**src/rtl/jtag_padded_scan.sv**
```systemverilog
module jtag_padded_scan #(
  parameter int LEN_W   = 11,
  parameter int PAD_W   = 8,
  parameter int MAX_LEN = 1024
) (
  input  logic             clk,
  input  logic             rst_n,
  input  logic             start,
  input  logic             scan_ir,
  input  logic [1:0]       start_code,
  input  logic [LEN_W-1:0] scan_len,
  input  logic [PAD_W-1:0] pre_len,
  input  logic [PAD_W-1:0] post_len,
  input  logic             dr_stop_pause,
  input  logic             ir_stop_pause,
  input  logic             tdi_data,
  output logic             tdi_take,
  output logic             tdo_valid,
  output logic             tdo_bit,
  output logic             busy,
  output logic             done,
  output logic             err,
  output logic             nav_req,
  output logic             tck,
  output logic             tms,
  output logic             tdi,
  input  logic             tdo
);
  localparam int CW = LEN_W + 1;

  typedef enum logic [1:0] {S_IDLE, S_ENTRY, S_SHIFT, S_TAIL} st_t;

  st_t              st, nst;
  logic [CW-1:0]    cnt, ncnt;
  logic             ir_q, paused_q, stop_q;
  logic [LEN_W-1:0] len_q;
  logic [PAD_W-1:0] pre_q, post_q;
  logic [CW-1:0]    total, ones, elen, lo, hi;
  logic             cur_tgt, n_tgt, n_tms, n_tdi, bad, fall;

  assign total = CW'(pre_q) + CW'(len_q) + CW'(post_q);
  assign ones  = CW'(1) + CW'(ir_q) + (paused_q ? CW'(2) : CW'(0));
  assign elen  = ones + CW'(2);
  assign lo    = CW'(pre_q);
  assign hi    = lo + CW'(len_q);
  assign busy  = (st != S_IDLE);
  assign fall  = busy && tck;
  assign bad   = (scan_len == '0) || (scan_len > LEN_W'(MAX_LEN)) || (start_code == 2'd3);
  assign cur_tgt = (st == S_SHIFT) && (cnt >= lo) && (cnt < hi);

  always_comb begin
    nst  = st;
    ncnt = cnt + CW'(1);
    case (st)
      S_ENTRY: if (ncnt == elen)  begin nst = S_SHIFT; ncnt = '0; end
      S_SHIFT: if (ncnt == total) begin nst = S_TAIL;  ncnt = '0; end
      S_TAIL:  begin nst = S_IDLE; ncnt = '0; end
      default: ncnt = '0;
    endcase
  end

  assign n_tgt = (nst == S_SHIFT) && (ncnt >= lo) && (ncnt < hi);
  assign n_tms = (nst == S_ENTRY) ? (ncnt < ones) :
                 (nst == S_SHIFT) ? (ncnt == total - CW'(1)) : 1'b0;
  assign n_tdi = (nst == S_SHIFT) ? (n_tgt ? tdi_data : 1'b1) : 1'b0;
  assign tdi_take = fall && n_tgt;

  always_ff @(posedge clk or negedge rst_n) begin
    if (!rst_n) begin
      st <= S_IDLE; cnt <= '0;
      ir_q <= 1'b0; paused_q <= 1'b0; stop_q <= 1'b1;
      len_q <= '0; pre_q <= '0; post_q <= '0;
      tck <= 1'b0; tms <= 1'b0; tdi <= 1'b0;
      tdo_valid <= 1'b0; tdo_bit <= 1'b0;
      done <= 1'b0; err <= 1'b0; nav_req <= 1'b0;
    end else begin
      tdo_valid <= 1'b0;
      done      <= 1'b0;
      err       <= 1'b0;
      nav_req   <= 1'b0;
      if (st == S_IDLE) begin
        if (start && bad) err <= 1'b1;
        else if (start) begin
          st       <= S_ENTRY;
          cnt      <= '0;
          ir_q     <= scan_ir;
          paused_q <= (start_code != 2'd0);
          stop_q   <= scan_ir ? ir_stop_pause : dr_stop_pause;
          len_q    <= scan_len;
          pre_q    <= pre_len;
          post_q   <= post_len;
          tms      <= 1'b1;
          tdi      <= 1'b0;
        end
      end else if (!tck) begin
        tck <= 1'b1;
        if (cur_tgt) begin
          tdo_valid <= 1'b1;
          tdo_bit   <= tdo;
        end
      end else begin
        tck <= 1'b0;
        st  <= nst;
        cnt <= ncnt;
        tms <= n_tms;
        tdi <= n_tdi;
        if (st == S_TAIL) begin
          done    <= 1'b1;
          nav_req <= !stop_q;
        end
      end
    end
  end

  a_r7_pins_hold_on_rise: assert property (@(posedge clk) disable iff (!rst_n)
    $rose(tck) |-> ($stable(tms) && $stable(tdi)));
  a_r5_done_parks_low: assert property (@(posedge clk) disable iff (!rst_n)
    done |-> (!tck && !tms && !busy));
  a_r9_nav_only_with_done: assert property (@(posedge clk) disable iff (!rst_n)
    nav_req |-> done);
  a_r8_err_never_busy: assert property (@(posedge clk) disable iff (!rst_n)
    err |-> !busy);
  a_r6_capture_in_scan: assert property (@(posedge clk) disable iff (!rst_n)
    tdo_valid |-> (busy && tck));
  a_r3_take_on_fall: assert property (@(posedge clk) disable iff (!rst_n)
    tdi_take |=> !tck);
  a_r10_busy_holds: assert property (@(posedge clk) disable iff (!rst_n)
    (start && busy && !done) |=> (busy || done));
endmodule

```
**config.mk**
```make
export PLATFORM = sky130hd
export DESIGN_NAME = jtag_padded_scan
export DESIGN_NICKNAME = d
export VERILOG_FILES = /design/src/rtl/jtag_padded_scan.sv
export SDC_FILE = /design/constraint.sdc
export NUM_CORES = 1
export LEC_CHECK = 0
export ABC_AREA = 1
export BUFFER_PORTS_ARGS = -buffer_cell sky130_fd_sc_hd__buf_2
export CORE_ASPECT_RATIO = 1.25
export CORE_MARGIN = 2
export CORE_UTILIZATION = 45
export CTS_CLUSTER_DIAMETER = 30
export CTS_CLUSTER_SIZE = 14
export DETAILED_ROUTE_END_ITERATION = 16
export PLACE_DENSITY = 0.68
export SLEW_MARGIN = 20
export SYNTH_ARGS = -nofsm -noshare
export SYNTH_HDL_FRONTEND = slang
export SYNTH_SLANG_ARGS = --single-unit
export TNS_END_PERCENT = 100
```
**constraint.sdc**
```tcl
create_clock -name clk -period 4.7 [get_ports clk]
set_input_delay 0.235 -clock clk [delete_from_list [all_inputs] [get_ports clk]]
set_output_delay 0.235 -clock clk [all_outputs]
set_load 0.005 [all_outputs]
```
After elaboration in Yosys (flattened, before gate mapping)
Cells that the tools add are included.
{"block": "word_totals", "reg_bits": 52, "input_bits": 37, "output_inout_bits": 10, "wordCells": 101}
{"block": "classes", "n_addsub": 7, "n_lt_le_gt_ge": 6, "n_eq_ne": 11, "mux": 40, "bitwise_logic": 3, "n_reduce_logical": 18}
{"cell": "$mux W12", "count": 6}
{"cell": "$mux W1", "count": 25}
{"cell": "$eq A12 B12 Y1", "count": 2}
{"cell": "$ge A12 B8 Y1", "count": 2}
{"cell": "$lt A12 B12 Y1", "count": 2}
{"cell": "$pmux W12 S2", "count": 1}
{"cell": "$mux W2", "count": 7}
{"cell": "$add A12 B1 Y12 const B", "count": 1}
{"cell": "$add A12 B8 Y12", "count": 1}
{"cell": "$add A8 B11 Y12", "count": 1}
{"cell": "$eq A12 B4 Y1", "count": 1}
{"cell": "$lt A12 B3 Y1", "count": 1}
{"cell": "$sub A12 B1 Y12 const B", "count": 1}
{"cell": "$gt A11 B11 Y1 const B", "count": 1}
{"cell": "$logic_not A11 Y1", "count": 1}
{"cell": "$reduce_and A3 Y1", "count": 3}
{"cell": "$eq A2 B2 Y1 const B", "count": 4}
{"cell": "$logic_and A1 B1 Y1", "count": 7}
{"cell": "$pmux W2 S3", "count": 1}
{"cell": "$reduce_bool A2 Y1", "count": 3}
{"cell": "$add A3 B2 Y4 const B", "count": 1}
{"cell": "$eq A2 B1 Y1 const B", "count": 2}
{"cell": "$ne A2 B2 Y1 const B", "count": 2}
{"cell": "$add A2 B2 Y3", "count": 1}
{"cell": "other kinds (5)", "count": 8}

Logic depth before layout (Yosys ltp)
{"block": "depth", "word_depth": 13, "mapped_depth": 40}

Least setup slack after synthesis
OpenSTA, ideal clock, no wires.
{"block": "synth_path", "kind": "reg-to-output", "from": "register pre_q[0]", "to": "output tdi_take", "arrival_ns": 4.737, "slack_ns": -0.272, "path_stages_with_launch": 39, "path_cell_list": "dfrtp_1 ha_1 fa_1 nand2_1 nand2_1 nand2_1 o21ai_0 xor2_1 ha_1 nand2_1 inv_1 a21oi_1 nand2_1 nand2_1 nand2_1 nand2_1 nand2_1 nor2_1 (+3 left out) nand2_2 nand2_2 buf_6 nand2_1 inv_1 ha_1 a21boi_0 o21a_1 o21a_1 o21a_1 o21ai_0 a21oi_1 a211oi_1 nand4_1 nand2_1 inv_1 nand2_1 nor2_1"}
{"block": "synth_between", "elab_chain_len": 9}
{"item": "start: declaration", "line_no": "37", "text": "logic [PAD_W-1:0] pre_q, post_q;"}
{"item": "start signal: assignment", "line_no": "90", "text": "pre_q <= pre_len;"}
{"item": "$add A8 B11 Y12", "line_no": "41, 45"}
{"item": "$add A12 B8 Y12", "line_no": "41", "text": "assign total = CW'(pre_q) + CW'(len_q) + CW'(post_q);"}
{"item": "$eq A12 B12 Y1", "line_no": "56", "text": "S_SHIFT: if (ncnt == total) begin nst = S_TAIL; ncnt = '0; end"}
{"item": "$mux W12 or $mux W2 (tied branches)", "line_no": "56"}
{"item": "$pmux W12 S2 or $pmux W2 S3 (tied branches)", "line_no": "54", "text": "case (st)"}
{"item": "$ge A12 B8 Y1 or $eq A2 B2 Y1 (tied branches)", "line_no": "62", "text": "assign n_tgt = (nst == S_SHIFT) && (ncnt >= lo) && (ncnt < hi);"}
{"item": "$logic_and A1 B1 Y1", "line_no": "62"}
{"item": "$logic_and A1 B1 Y1 *", "line_no": "62"}
{"item": "$logic_and A1 B1 Y1 *", "line_no": "66", "text": "assign tdi_take = fall && n_tgt;"}
{"item": "end: declaration", "line_no": "17", "text": "output logic tdi_take,"}
Mark *: on every way between the ends. The rest lies on a longest branch, timed or not.

Worst setup path after layout
{"block": "layout_path", "from": "register len_q[2]", "to": "output tdi_take"}
{"block": "layout_between", "elab_chain_len": 9}
{"item": "start: declaration", "line_no": "36", "text": "logic [LEN_W-1:0] len_q;"}
{"item": "start signal: assignment", "line_no": "89", "text": "len_q <= scan_len;"}
{"item": "$add A8 B11 Y12 *", "line_no": "41, 45"}
{"item": "$add A12 B8 Y12", "line_no": "41"}
{"item": "$eq A12 B12 Y1", "line_no": "56"}
{"item": "$mux W12 or $mux W2 (tied branches)", "line_no": "56"}
{"item": "$pmux W12 S2 or $pmux W2 S3 (tied branches)", "line_no": "54"}
{"item": "$ge A12 B8 Y1 or $eq A2 B2 Y1 (tied branches)", "line_no": "62"}
{"item": "$logic_and A1 B1 Y1", "line_no": "62"}
{"item": "$logic_and A1 B1 Y1 *", "line_no": "62"}
{"item": "$logic_and A1 B1 Y1 *", "line_no": "66"}
Marks and branches as above.

==> impl_metrics.json <==
{
  "hold_violations": 0,
  "ys_top_cells_by_area": "dfrtp_1 24%, nand2_1 19%, ha_1 15%, inv_1 8.0%, nand3_1 6.0%",
  "grtUsageMet3_pct": 3.928,
  "vias_per_cell": 5.419,
  "drive_above_1_share_pct": 29.23,
  "nets": 1053,
  "synth_cell_types": 46,
  "slew-limit-headroom_pct": 52.28,
  "drc": 0,
  "gp_congestion": 0.9338,
  "fmax_mhz": 183.1,
  "area_delta_synth_final_pct": 33.90,
  "coreArea_sq_um": 11190,
  "p_per_area_nw_per_um2": 124.8,
  "grt_pass1_wl_um": 26740,
  "place_hpwl_um": 12680,
  "fillers": 992,
  "p_leak_nw": 4.079,
  "critPathMaxStageDelay_ns": 0.42,
  "period_needed_ns": 5.462,
  "grt_pass1_vias": 5780,
  "synth.top_cell.area_share_pct": 24.47,
  "syn_avg_cell_area_sq_um": 6.703,
  "drtIter0Drc": 336,
  "crit_path_end_kind": "output port",
  "antenna_found_initial": 0,
  "die_w_um": 100.3,
  "start_util_pct": 46.60,
  "antenna_cells": 0,
  "drv_cap": 0,
  "firstDrtPassIters": 5,
  "syn_area_sq_um": 5215,
  "fin_tns_setup_ns": -1.996,
  "cp_max_fo": 5,
  "wirelength_um": 16680,
  "track_usage_pct": 26.73,
  "gr-usage-met2_pct": 47.53,
  "grt-ovfl-total": 0,
  "required_ns": 4.47,
  "ys.warnings.count": 0,
  "finalCritPeriodShare_pct": 116.2,
  "cts.clk_slew.worst_paths_ns": 0.08,
  "avgRoutedWirePerCell_um": 15.36,
  "fin_worst_skew_ns": 0.01021,
  "setup_viol_count_final": 3,
  "worst_slew_pin_slew_ns": 0.7159,
  "synth_edf_count": 0,
  "rsz0062_at_grt": "true",
  "grt_start_max_net_pins": 53,
  "vias": 5885,
  "fin_ws_ns": -0.7624,
  "ioPinCount": 47,
  "yosysTopAreaCell": "dfrtp_1",
  "grt.busiest_layer": "met2",
  "violations": "setup timing",
  "antenna_left": 0,
  "hp-class": "in -> async",
  "clockBufferDepth": 2,
  "ir_drop_mv": 0.1163,
  "drv_slew": 0,
  "critPathKind": "reg -> out",
  "cts_hold_buf": 0,
  "status": "finished with violations",
  "io_buffers": 46,
  "insertion_delay_ns": 0.30,
  "syn_nets": 881,
  "ys_ff_latch": 52,
  "cts_tree": "done",
  "dieArea_sq_um": 12470,
  "synth_seq_area_share_pct": 24.98,
  "cp-start-kind": "flip-flop",
  "critPathSlowestCell": "dfrtp_1",
  "yosys_most_used_dff": "dfrtp_1",
  "whs_ns": 0.05210,
  "arrival_ns": 5.23,
  "use_met1_pct": 30.80,
  "cts_sinks": 52,
  "dp_slack_ns": -0.7910,
  "fp.dieH_um": 124.4,
  "numCtsBuffers": 5,
  "async_flop_share_pct": 100.0,
  "cts-root-buf": "clkbuf_16",
  "placementRows": 43,
  "syn_inst": 778,
  "cts_max_level": 2
}
==> where the power goes <==
part / internal, W / total (W) / switching (W)
clock network: 0.000214 / 0.000396 / 0.000182
registers: 0.000447 / 0.000447 / 0
logic: 0.0000122 / 0.0000282 / 0.0000160
total: 0.000673 / 0.000871 / 0.000198
==> through the flow <==
| stage | cell area (sq um) | util (%) | std cells | total power [W] |
|---|---|---|---|---|
| CTS | 6795 | 60.72 | 1078 | 0.0008808 |
| global placement | 6274 | 56.06 | 1035 | 0.0004839 |
| detailed placement | 6274 | 56.06 | 1035 | 0.0004852 |
| global route | 6983 | 62.40 | 1086 | 0.0008983 |
| floorplan | 5276 | - | 778 | 0.0004580 |
| finish | 6983 | 62.40 | 1086 | 0.0008714 |
==> timing repair <==
action / 4_1_cts / 5_1_grt
setup buffers: 35 / 8
setup endpoints to repair: 2 / 4
pin swaps: 21 / 17
gates cloned: 1 / 0
resized for setup: 27 / 25
==> worst max-delay path, delay by kind of cell, from the launching register on <==
| family | cells | cell delay [ns] |
|---|---|---|
| AO/OA/AOI/OAI | 12 | 1.67 |
| XOR/XNOR | 1 | 0.26 |
| adder cells (fa/ha/maj) | 3 | 0.72 |
| buffers and inverters | 5 | 0.46 |
| flip-flops | 1 | 0.42 |
| AND/OR/NAND/NOR | 17 | 1.39 |
==> routing by layer <==
layer / up-vias / routed length (um)
met5: - / 0
met4: 0 / 740
met1: 2751 / 6401
met3: 54 / 928
met2: 217 / 8614
li1: 2863 / -
==> final cells by class <==
type / count / area (sq um) / share of cell area [%]
Multi-Input combinational cell: 593 / 3692 / 52.88
Inverter: 123 / 464.2 / 6.648
Timing Repair Buffer: 175 / 1202 / 17.22
Sequential cell: 52 / 1303 / 18.65
Clock inverter: 2 / 13.76 / 0.1971
Clock buffer: 6 / 138.9 / 1.989
Tap cell: 135 / 168.9 / 2.419
==> registers in the layout (all words and copies together) (netlist names) <==
name	count
cnt	12
done	1
err	1
ir_q	1
len_q	11
nav_req	1
paused_q	1
post_q	8
pre_q	8
st	2
stop_q	1
tck	1
tdi	1
tdo_bit	1
tdo_valid	1
tms	1
==> synth_stat cells (2+ instances only) <==
| cell type | instances |
|---|---|
| nand2_1 | 264 |
| inv_1 | 111 |
| ha_1 | 64 |
| nand3_1 | 62 |
| dfrtp_1 | 51 |
| nor2_1 | 38 |
| o21ai_0 | 25 |
| a21oi_1 | 21 |
| nand4_1 | 19 |
| o22ai_1 | 13 |
| xor2_1 | 13 |
| inv_2 | 9 |
| nand2_2 | 8 |
| nor3_1 | 8 |
| xnor2_1 | 8 |
| clkbuf_1 | 7 |
| o211ai_1 | 4 |
| o21a_1 | 4 |
| a211oi_1 | 3 |
| a21oi_2 | 3 |
| clkinv_1 | 3 |
| nand3_2 | 3 |
| nand3b_1 | 3 |
| nor2_4 | 3 |
| a21boi_0 | 2 |
| and3_1 | 2 |
| buf_6 | 2 |
| fa_1 | 2 |
| nand4_2 | 2 |
| nor3_2 | 2 |
| nor4_1 | 2 |
| o21bai_1 | 2 |
| xor2_2 | 2 |
==> kinds of logic after synthesis <==
logic type | count (synthesis) | share of synthesized area, %
AO/OA/AOI/OAI | 84 | 9.645
AND/OR/NAND/NOR | 418 | 34.93
flip-flops | 52 | 24.98
multiplexers | 1 | 0.2159
XOR/XNOR | 23 | 4.151
adder cells (fa/ha/maj) | 66 | 16.12
buffers and inverters | 134 | 9.957
==> placed cells by master, fill, tap and decap left out, drive strengths merged, types with 2 or more instances in the layout <==
cell type,n
nand3,65
o21bai,2
a21oi,24
inv,121
a21boi,3
nor3,10
nand3b,3
xnor2,8
clkinv,4
clkbuf,6
o21ai,26
o22ai,13
fa,2
dfrtp,51
ha,64
buf,175
a211oi,3
and3,2
o211ai,4
o21a,4
nand2,273
nor2,42
nor4,2
xor2,15
nand4,21
==> final timing paths <==
path,startpoint,to,slack (ns),cells past startpoint
setup / recovery,len_q[2],tdi_take,-0.76,38
hold / removal,rst_n,cnt[11],0.05,2
setup reg to reg,len_q[2],tdi,-0.67,42
hold reg to reg,len_q[7],len_q[7],0.49,2
max in group asynchronous,rst_n,post_q[4],4.14,2
min in group clk,post_len[2],post_q[2],0.13,3
Power figures use the tool's default switching activity.
